--- config.mk ---
export PLATFORM = sky130hd
export DESIGN_NAME = edge_width_timer
export DESIGN_NICKNAME = d
export VERILOG_FILES = /design/src/rtl/ewt_pkg.sv /design/src/rtl/ewt_sync_edge.sv /design/src/rtl/ewt_prescaler.sv /design/src/rtl/ewt_core.sv /design/src/rtl/edge_width_timer.sv
export SDC_FILE = /design/constraint.sdc
export NUM_CORES = 1
export LEC_CHECK = 0
export ABC_AREA = 1
export BUFFER_PORTS_ARGS = -buffer_cell sky130_fd_sc_hd__buf_4
export CAP_MARGIN = 10
export CORE_MARGIN = 2
export CORE_UTILIZATION = 35
export DETAILED_ROUTE_END_ITERATION = 7
export PLACE_DENSITY_LB_ADDON = 0.25
export SLEW_MARGIN = 30
export SYNTH_ARGS = -nofsm -noshare
export SYNTH_HDL_FRONTEND = slang
export SYNTH_SLANG_ARGS = --single-unit
--- constraint.sdc ---
create_clock -name clk_i -period 1.7 [get_ports clk_i]
set_clock_uncertainty 0.15 [all_clocks]
set_input_delay 0.085 -clock clk_i [delete_from_list [all_inputs] [get_ports clk_i]]
set_output_delay 0.085 -clock clk_i [all_outputs]
set_load 0.005 [all_outputs]
--- src/rtl/ewt_pkg.sv ---
package ewt_pkg;
  typedef enum logic [1:0] {
    ST_ARM  = 2'd0,
    ST_RUN  = 2'd1,
    ST_HOLD = 2'd2
  } ewt_state_e;

  typedef enum logic [1:0] {
    MD_PERIOD  = 2'd0,
    MD_LOW     = 2'd1,
    MD_HIGH    = 2'd2,
    MD_PERIOD2 = 2'd3
  } ewt_mode_e;
endpackage

--- src/rtl/ewt_sync_edge.sv ---
module ewt_sync_edge #(
  parameter int STAGES = 2
) (
  input  logic clk_i,
  input  logic rst_ni,
  input  logic sig_i,
  output logic rise_o,
  output logic fall_o
);
  logic [STAGES-1:0] sync_q;
  logic              prev_q;

  generate
    for (genvar i = 0; i < STAGES; i++) begin : g_stage
      if (i == 0) begin : g_first
        always_ff @(posedge clk_i or negedge rst_ni) begin
          if (!rst_ni) sync_q[0] <= 1'b0;
          else         sync_q[0] <= sig_i;
        end
      end else begin : g_next
        always_ff @(posedge clk_i or negedge rst_ni) begin
          if (!rst_ni) sync_q[i] <= 1'b0;
          else         sync_q[i] <= sync_q[i-1];
        end
      end
    end
  endgenerate

  always_ff @(posedge clk_i or negedge rst_ni) begin
    if (!rst_ni) prev_q <= 1'b0;
    else         prev_q <= sync_q[STAGES-1];
  end

  assign rise_o = sync_q[STAGES-1] & ~prev_q;
  assign fall_o = ~sync_q[STAGES-1] & prev_q;

  a_r5_edge_single: assert property (@(posedge clk_i) disable iff (!rst_ni)
    rise_o |=> !rise_o);
endmodule

--- src/rtl/ewt_prescaler.sv ---
module ewt_prescaler #(
  parameter int PRE_W = 4,
  localparam int SEL_W = (PRE_W > 1) ? $clog2(PRE_W) : 1
) (
  input  logic             clk_i,
  input  logic             rst_ni,
  input  logic             restart_i,
  input  logic [SEL_W-1:0] sel_i,
  output logic             tick_o
);
  logic [PRE_W-1:0] div_q;
  logic [PRE_W:0]   span;
  logic [PRE_W-1:0] mask;

  always_comb begin
    span = (PRE_W+1)'(2) << sel_i;
    mask = span[PRE_W-1:0] - PRE_W'(1);
  end

  assign tick_o = &(div_q | ~mask);

  always_ff @(posedge clk_i or negedge rst_ni) begin
    if (!rst_ni)        div_q <= '0;
    else if (restart_i) div_q <= '0;
    else                div_q <= div_q + PRE_W'(1);
  end

  a_r5_restart_no_tick: assert property (@(posedge clk_i) disable iff (!rst_ni)
    restart_i |=> !tick_o);
endmodule

--- src/rtl/ewt_core.sv ---
module ewt_core
  import ewt_pkg::*;
#(
  parameter int CNT_W = 8
) (
  input  logic             clk_i,
  input  logic             rst_ni,
  input  logic             en_i,
  input  logic [1:0]       mode_i,
  input  logic             rise_i,
  input  logic             fall_i,
  input  logic             tick_i,
  input  logic             clr_i,
  output logic             restart_o,
  output logic [CNT_W-1:0] cnt_o,
  output logic             irq_o,
  output logic             ovf_o
);
  localparam logic [CNT_W-1:0] CNT_MAX = '1;

  ewt_state_e       state_q, state_d;
  logic [CNT_W-1:0] cnt_q, cnt_d;
  logic             ovf_q, ovf_d;
  logic             start_ev, stop_ev;

  always_comb begin
    unique case (ewt_mode_e'(mode_i))
      MD_LOW:  begin start_ev = fall_i; stop_ev = rise_i; end
      MD_HIGH: begin start_ev = rise_i; stop_ev = fall_i; end
      default: begin start_ev = rise_i; stop_ev = rise_i; end
    endcase
  end

  always_comb begin
    state_d   = state_q;
    cnt_d     = cnt_q;
    ovf_d     = ovf_q;
    restart_o = 1'b0;
    if (!en_i) begin
      state_d = ST_ARM;
      cnt_d   = '0;
      ovf_d   = 1'b0;
    end else begin
      unique case (state_q)
        ST_ARM: if (start_ev) begin
          state_d   = ST_RUN;
          cnt_d     = '0;
          restart_o = 1'b1;
        end
        ST_RUN: begin
          if (stop_ev) begin
            state_d = ST_HOLD;
          end else if (tick_i) begin
            if (cnt_q == CNT_MAX) ovf_d = 1'b1;
            else                  cnt_d = cnt_q + CNT_W'(1);
          end
        end
        default: if (clr_i) begin
          state_d = ST_ARM;
          cnt_d   = '0;
          ovf_d   = 1'b0;
        end
      endcase
    end
  end

  always_ff @(posedge clk_i or negedge rst_ni) begin
    if (!rst_ni) begin
      state_q <= ST_ARM;
      cnt_q   <= '0;
      ovf_q   <= 1'b0;
    end else begin
      state_q <= state_d;
      cnt_q   <= cnt_d;
      ovf_q   <= ovf_d;
    end
  end

  assign cnt_o = cnt_q;
  assign irq_o = (state_q == ST_HOLD);
  assign ovf_o = ovf_q;

  // a raised flag freezes the result against any edge
  a_r7_hold_frozen: assert property (@(posedge clk_i) disable iff (!rst_ni)
    (state_q == ST_HOLD && en_i && !clr_i) |=>
      (state_q == ST_HOLD && $stable(cnt_q) && $stable(ovf_q)));

  a_r8_clr_rearm: assert property (@(posedge clk_i) disable iff (!rst_ni)
    (state_q == ST_HOLD && en_i && clr_i) |=>
      (state_q == ST_ARM && cnt_q == '0 && !ovf_q));

  a_r9_sat_hold: assert property (@(posedge clk_i) disable iff (!rst_ni)
    (state_q == ST_RUN && cnt_q == CNT_MAX && en_i) |=> (cnt_q == CNT_MAX));

  a_r9_ovf_at_max: assert property (@(posedge clk_i) disable iff (!rst_ni)
    ovf_q |-> (cnt_q == CNT_MAX));

  a_r10_disable_clears: assert property (@(posedge clk_i) disable iff (!rst_ni)
    !en_i |=> (state_q == ST_ARM && cnt_q == '0 && !ovf_q));

  a_r6_run_no_irq: assert property (@(posedge clk_i) disable iff (!rst_ni)
    restart_o |=> !irq_o);
endmodule

--- src/rtl/edge_width_timer.sv ---
module edge_width_timer #(
  parameter int CNT_W       = 8,
  parameter int PRE_W       = 4,
  parameter int SYNC_STAGES = 2,
  localparam int SEL_W      = (PRE_W > 1) ? $clog2(PRE_W) : 1
) (
  input  logic             clk_i,
  input  logic             rst_ni,
  input  logic             en_i,
  input  logic [1:0]       mode_i,
  input  logic [SEL_W-1:0] div_sel_i,
  input  logic             sig_i,
  input  logic             clr_i,
  output logic [CNT_W-1:0] count_o,
  output logic             irq_o,
  output logic             ovf_o
);
  logic rise, fall, tick, restart;

  ewt_sync_edge #(.STAGES(SYNC_STAGES)) u_sync (
    .clk_i  (clk_i),
    .rst_ni (rst_ni),
    .sig_i  (sig_i),
    .rise_o (rise),
    .fall_o (fall)
  );

  ewt_prescaler #(.PRE_W(PRE_W)) u_pre (
    .clk_i     (clk_i),
    .rst_ni    (rst_ni),
    .restart_i (restart),
    .sel_i     (div_sel_i),
    .tick_o    (tick)
  );

  ewt_core #(.CNT_W(CNT_W)) u_core (
    .clk_i     (clk_i),
    .rst_ni    (rst_ni),
    .en_i      (en_i),
    .mode_i    (mode_i),
    .rise_i    (rise),
    .fall_i    (fall),
    .tick_i    (tick),
    .clr_i     (clr_i),
    .restart_o (restart),
    .cnt_o     (count_o),
    .irq_o     (irq_o),
    .ovf_o     (ovf_o)
  );
endmodule

==> impl_results.md, run 1 <==
* Status: complete, no violations
* Initial cell density of the core at 37.03%
* R2r startpoint: u_core.cnt_o[0]
* Bufs on Longest Clock Path at 2
* GRT Total Usage at 14.82%
* Worst EP required at 1740 ps
* Relative slew margins at 81.74%
* Post-DP HPWL at 1921 um
* Sum Neg Setup Slack at 0 ps
* Die height at 61.07 um
* RSZ-0062 raised after global routing: false
* Mapped Area at 1140 um^2
* Syn_nets at 168
* I/O Pins at 19
* Fin. max-slew vios at 0
* MaxCap Viol Count at 0
* CTS tree: done
* Count of different cell masters after synthesis at 24
* HP Class: in -> async
* Routed vias/inst at 4.597
* CP cell instances: ha_1 > nand3_1 > inv_2 > nand3_2 > nor2_4 > nor2_8 > nand2_8 > nand2_1 > nand2_1
* N_diodes at 0
* Cell mode on critical path: nand2_1
* Critical Path Fanout Max at 9
* Clock transition at path regs at 100 ps
* Crit path DAT at 1620 ps
* Reg-to-reg critical path endpoint: u_core.cnt_o[7]
* Power Density at 973.7 nW/um^2
* Root Driver: clkbuf_4
* Fin crit period at 1574 ps
* Die Footprint at 3729 um^2
* Fmax at 635.5 MHz
* Fin. Hold Viols at 0
* Layout Nets at 199
* CP max stage cell: dfrtp_1
* Overflow after GRT at 0
* Sequential cell area fraction in the yosys report at 39.52%
* First-pass GRT wire length at 4174 um
* Number of global-route vias before repair at 1,013
* Worst VDD drop at 0.0005539 V
* Syn_area_per_cell at 7.260 um^2
* Floorplan core area at 3078 um^2
* Layout cells sized above 1 at 24.06%
* Wirelength, routed at 2376 um
* Number of CTS-inserted buffers at 3
* CTS Sinks at 18
* Leakage power at 0.7719 nW
* Area Overhead vs Synth at 25.47%
* Synth warnings at 0
* Largest net degree at the start of global routing at 19
* Final worst slack at 126.4 ps
* Flop2flop setup slack at 130 ps
* Final ANT Viol Nets at 0
* Most used cells in the layout excluding fill and tap cells: 51 x nand2_1, 24 x buf_4, 19 x nor2_1, 19 x nand3_1
* Post-Place Setup Slack at 92.09 ps
* Final period utilization at 92.56%
* Horiz. Die Dim at 61.07 um
* CP max stage delay at 400 ps
* Crit path kind: reg -> reg
* Drt wl/cell at 10.29 um
* Synth Register Bits at 18
* Crit path capture type: flop
* # DRC at 0
* Fin util at 46.46%
* RePlAce Congestion at 0.7643
* Power Total at 0.001392 W
* Setup violations, final at 0
* Violation count after the first detailed-route iteration at 31
* Most common cell after layout, fill and taps aside: nand2_1
* Cell family with most CP delay: simple AND/OR/NAND/NOR gates
* Rows at 20
* CP Buf/Inv Count at 1
* Mapped Cells at 157
* Pre-antenna DRT Iters at 4
* Via count at 1,062
* CTS H-Tree Depth at 1
* Critical path startpoint category: flop
* FF-to-FF path depth at 9
* Clock Latency Late Sink at 290 ps
* Initial antenna violation count at 0
* Port Buffers at 18
* Worst-Margin Slew at 272.9 ps
[kinds of logic after synthesis]
group,Yosys count,synth area share (%)
simple gates,102,43.47
buf+inv,24,8.781
flops,18,39.52
compound gates,9,4.501
xor+xnor,2,1.537
fa+ha+maj,2,2.195
[where the power goes]
| group | internal (W) | leakage (nW) | switching [W] |
|---|---|---|---|
| sequential | 0.000511 | 0.237 | 0.0000676 |
| clock | 0.000130 | 0.0210 | 0.000134 |
| combinational | 0.000218 | 0.514 | 0.000331 |
[registers in the layout, indices dropped and copies added (netlist names)]
signal and cells:
u_sync.sync_q 2, u_core.cnt_o 8, u_core.state_q 2, u_pre.div_q 4, u_core.ovf_o 1, u_sync.prev_q 1
[per-layer routing]
layer | part of all wire (%) | vias to the layer above | routed length [um] | track usage, %
met5 | 0 | - | 0 | 0
met4 | 0.63 | 0 | 15 | 1.863
met3 | 3.5 | 2 | 82 | 3.782
met2 | 53 | 16 | 1262 | 27.96
met1 | 43 | 487 | 1015 | 17.24
li1 | - | 557 | - | -
[how the worst max path moves through the flow]
stage | start | endpoint | slack [ps] | cells past startpoint
3_5_place_dp | u_core.cnt_o[1] | u_core.cnt_o[1] | 90 | 9
4_1_cts | u_core.cnt_o[1] | u_core.cnt_o[1] | 80 | 9
3_3_place_gp | u_core.cnt_o[1] | u_core.cnt_o[7] | 150 | 9
2_1_floorplan | u_core.cnt_o[0] | u_core.cnt_o[5] | 110 | 9
5_1_grt | u_core.cnt_o[0] | u_core.cnt_o[6] | 0.9 | 8
6_report | u_core.cnt_o[0] | u_core.cnt_o[7] | 130 | 9
[layout make-up]
cell class | instances | area, um^2
Fill cell | 312 | 1648
Multi-Input combinational cell | 115 | 589.3
Sequential cell | 18 | 450.4
Timing Repair Buffer | 27 | 210.2
Inverter | 23 | 88.84
Tap cell | 44 | 55.05
Clock buffer | 4 | 36.28
[cell usage after synthesis]
library cell / instances / area share, %
a21oi_1: 2 / 0.88
a21oi_2: 1 / 0.77
buf_6: 1 / 0.99
dfrtp_1: 18 / 40
ha_1: 2 / 2.2
inv_1: 18 / 5.9
inv_2: 4 / 1.3
inv_4: 1 / 0.55
nand2_1: 51 / 17
nand2_2: 4 / 2.2
nand2_4: 1 / 0.99
nand2_8: 1 / 1.8
nand3_1: 19 / 8.3
nand3_2: 1 / 0.88
nand3b_1: 1 / 0.66
nor2_1: 19 / 6.3
nor2_2: 1 / 0.55
nor2_4: 1 / 0.99
nor2_8: 2 / 3.5
nor4_1: 1 / 0.55
o21ai_0: 5 / 2.2
o21bai_1: 1 / 0.66
xnor2_1: 1 / 0.77
xor2_1: 1 / 0.77
[per-stage QoR]
step,hold WS (ps),std cells,instance area [um^2]
2_1_floorplan,-360.6,157,1140
3_3_place_gp,-179.1,223,1356
3_5_place_dp,-180.3,223,1356
4_1_cts,39.68,230,1423
5_1_grt,35.82,231,1430
6_report,42.52,231,1430
[timing repair]
| action | 4_1_cts | 5_1_grt |
|---|---|---|
| endpoints found under the setup margin | 0 | 9 |
| buffers inserted | 0 | 1 |
| hold buffers | 3 | 0 |
| endpoints found under the hold margin | 20 | 0 |
| gates resized for setup | 0 | 0 |
Note: power is estimated with default switching activity, not from simulation.
==> run 2: changes to the inputs <==
--- a/config.mk
+++ b/config.mk
@@ -7,3 +7,2 @@
 export LEC_CHECK = 0
-export ABC_AREA = 1
 export BUFFER_PORTS_ARGS = -buffer_cell sky130_fd_sc_hd__buf_4
@@ -14,3 +13,3 @@
 export PLACE_DENSITY_LB_ADDON = 0.25
-export SLEW_MARGIN = 30
+export SLEW_MARGIN = 40
 export SYNTH_ARGS = -nofsm -noshare
--- a/constraint.sdc
+++ b/constraint.sdc
@@ -4,2 +4,2 @@
 set_output_delay 0.085 -clock clk_i [all_outputs]
-set_load 0.005 [all_outputs]
+set_load 0.05 [all_outputs]
==> run 2 against run 1 <==
  * Register-to-register slack got worse by 120 ps
  * Total power fell by 25%
  * Count of clock-buffer cells in the layout did not move
  * Global-route usage rose by 0.43 points
  * Flip-flop and latch count did not move
  * Critical path type unchanged
==> impl_results.md, run 2 <==
* Crit path capture type: flop
* Number of enable flip-flop cells after synthesis at 0
* Leading post-synthesis cells by cell area: dfrtp_1 43%, nand2_1 4.3%, a21oi_1 3.8%, nand3_1 3.8%, nand2b_1 3.6%
* Most used cells in the layout excluding fill and tap cells: 27 x buf_4, 14 x dfrtp_1, 12 x nand2_1
* RSZ-0062 raised after global routing: true
* Fin. max-slew vios at 0
* Floorplan core area at 2781 um^2
* Fmax at 588.7 MHz
* Synth top area share at 43.22%
* Area Overhead vs Synth at 34.69%
* N_diodes at 0
* Layout Nets at 158
* # DRC at 0
* GRT Total Usage at 15.25%
* Power Density at 739.4 nW/um^2
* Worst EP required at 1790 ps
* Critical Path Fanout Max at 7
* Ys flop type: dfrtp_1
* Synth Register Bits at 18
* Setup violations, final at 0
* Violation count after the first detailed-route iteration at 20
* Critical path startpoint category: flop
* Overflow after GRT at 0
* Drt wl/cell at 13.44 um
* Largest net degree at the start of global routing at 19
* Via count at 959
* Routed vias/inst at 5.418
* Syn_area_per_cell at 9.143 um^2
* Crit path kind: reg -> reg
* Most common cell after layout, fill and taps aside: buf_4
* Root Driver: clkbuf_4
* CTS H-Tree Depth at 1
* Switch Pwr at 0.0003133 W
* Rows at 19
* Status: complete, no violations
* Syn_nets at 125
* Area leader, netlist: dfrtp_1
* Logic pwr share at 22.5%
* Port Buffers at 18
* Crit path DAT at 1790 ps
* Horiz. Die Dim at 58.57 um
* Worst VDD drop at 0.0005423 V
* Most common cell in the netlist: dfrtp_1
* Die Footprint at 3430 um^2
* Layout cells sized above 1 at 34.93%
* Commonest cells in the netlist: 18 x dfrtp_1, 12 x nand2_1, 10 x nor2_1, 8 x a21oi_1, 8 x nand3_1
* HP Class: in -> async
* Pre-antenna DRT Iters at 4
* Sequential cell area fraction in the yosys report at 43.22%
* CTS tree: done
* Initial cell density of the core at 37.47%
* Sequential power share at 50.1%
* Power Total at 0.001038 W
* Clock Latency Late Sink at 310 ps
* Number of global-route vias before repair at 920
* RePlAce Congestion at 0.8004
* I/O Pins at 19
* First-pass GRT wire length at 3974 um
* CTS Sinks at 18
* Final ANT Viol Nets at 0
* Leakage power at 0.6258 nW
* Worst-Margin Slew at 278.2 ps
* Bufs on Longest Clock Path at 2
* Count of different cell masters after synthesis at 33
* Initial antenna violation count at 0
* Number of CTS-inserted buffers at 3
* Post-DP HPWL at 1737 um
* Die height at 58.57 um
* Clk network pwr share at 27.3%
* Mapped Area at 1042 um^2
* Asr flop ratio synth at 100.0%
* Fin crit period at 1699 ps
* Mapped Cells at 114
* Largest register FFs at 8
* Fin util at 50.47%
* Sw Share at 30.18%
* Final period utilization at 99.91%
* Synth warnings at 0
* Relative slew margins at 81.09%
* Wirelength, routed at 2378 um
* MaxCap Viol Count at 0
* Clock transition at path regs at 120 ps
* P_int at 0.0007248 W
* Fin. Hold Viols at 0
## run 2: cell count changes after synthesis, sizes merged, moves of 3 or more
cell,before,now
o32a,0,3
a21oi,3,10
nand4,0,3
nand2,57,12
nor2,23,10
inv,23,5
nand2b,0,7
nor3,0,3
mux2i,0,3
and2,0,3
nand3,20,8
nor2b,0,4
## run 2: per-layer routing
layer  wire length (um)  global-route usage [%]  share of wire (%)  vias up
li1                   -                       -                  -      468
met1               1043                   17.89                 44      464
met2               1178                   26.81                 50       23
met3                117                   4.176                4.9        4
met4                 39                   5.195                1.6        0
met5                  0                       0                  0        -
## run 2: what timing repair did
action | CTS | global route
pin swaps | 3 | 4
setup endpoints to repair | 5 | 8
buffers inserted | 2 | 1
resized for setup | 1 | 8
hold buffers | 4 | 0
hold endpoints to repair | 22 | 0
## run 2: cell families after synthesis
kind of cell	after synthesis	share of synthesized area, %
simple gates	53	26.29
compound gates	27	18.61
flops	18	43.22
buf+inv	8	3.121
mux	4	4.681
xor+xnor	2	1.681
fa+ha+maj	2	2.401
## run 2: final timing paths
check	cells after the start	slack, ps	from	end
worst max-delay path	5	1	u_sync.prev_q	u_core.cnt_o[2]
worst min-delay path	2	10	rst_ni	u_core.ovf_o
worst max register to register	5	1	u_sync.prev_q	u_core.cnt_o[2]
worst min register to register	0	210	u_sync.sync_q[0]	u_sync.sync_q[1]
max in group asynchronous	2	1170	rst_ni	u_core.cnt_o[4]
min in group clk_i	0	210	u_sync.sync_q[0]	u_sync.sync_q[1]
## run 2: stage by stage
step	instance area, um^2	cells	worst slack, ps	setup TNS [ps]	hold slack [ps]
finish	1404	177	1.473	0	9.895
global route	1404	177	-71.50	-295.8	23.12
CTS	1361	176	1.739	0	24.77
detailed placement	1267	166	-23.86	-48.74	-175.8
global placement	1267	166	27.35	0	-179.1
floorplan	1064	114	-76.70	-190.9	-360.6
## run 2: worst max-delay path, cell delays in order, from the launching register on
cell	delay [ps]
dfrtp_1	420
nand2b_1	180
mux2_4	300
o32a_4	250
a21oi_2	160
mux2i_1	180
## run 2: cell type report
type                    count  area [um^2]
multi-input cells          88        611.8
fillers                   277         1378
well taps                  31        38.79
flip-flops and latches     18        455.4
repair buffers             31        242.7
clock buffers               4        36.28
inverters                   5        18.77
## run 2: power by group through the flow
stage                     Combinational [W]  Clock [W]  Sequential [W]
after floorplan                    0.000151          0        0.000517
after global placement             0.000207          0        0.000525
after detailed placement           0.000216          0        0.000530
after CTS                          0.000227   0.000284        0.000521
after global routing               0.000271   0.000304        0.000526
final                              0.000234   0.000284        0.000520
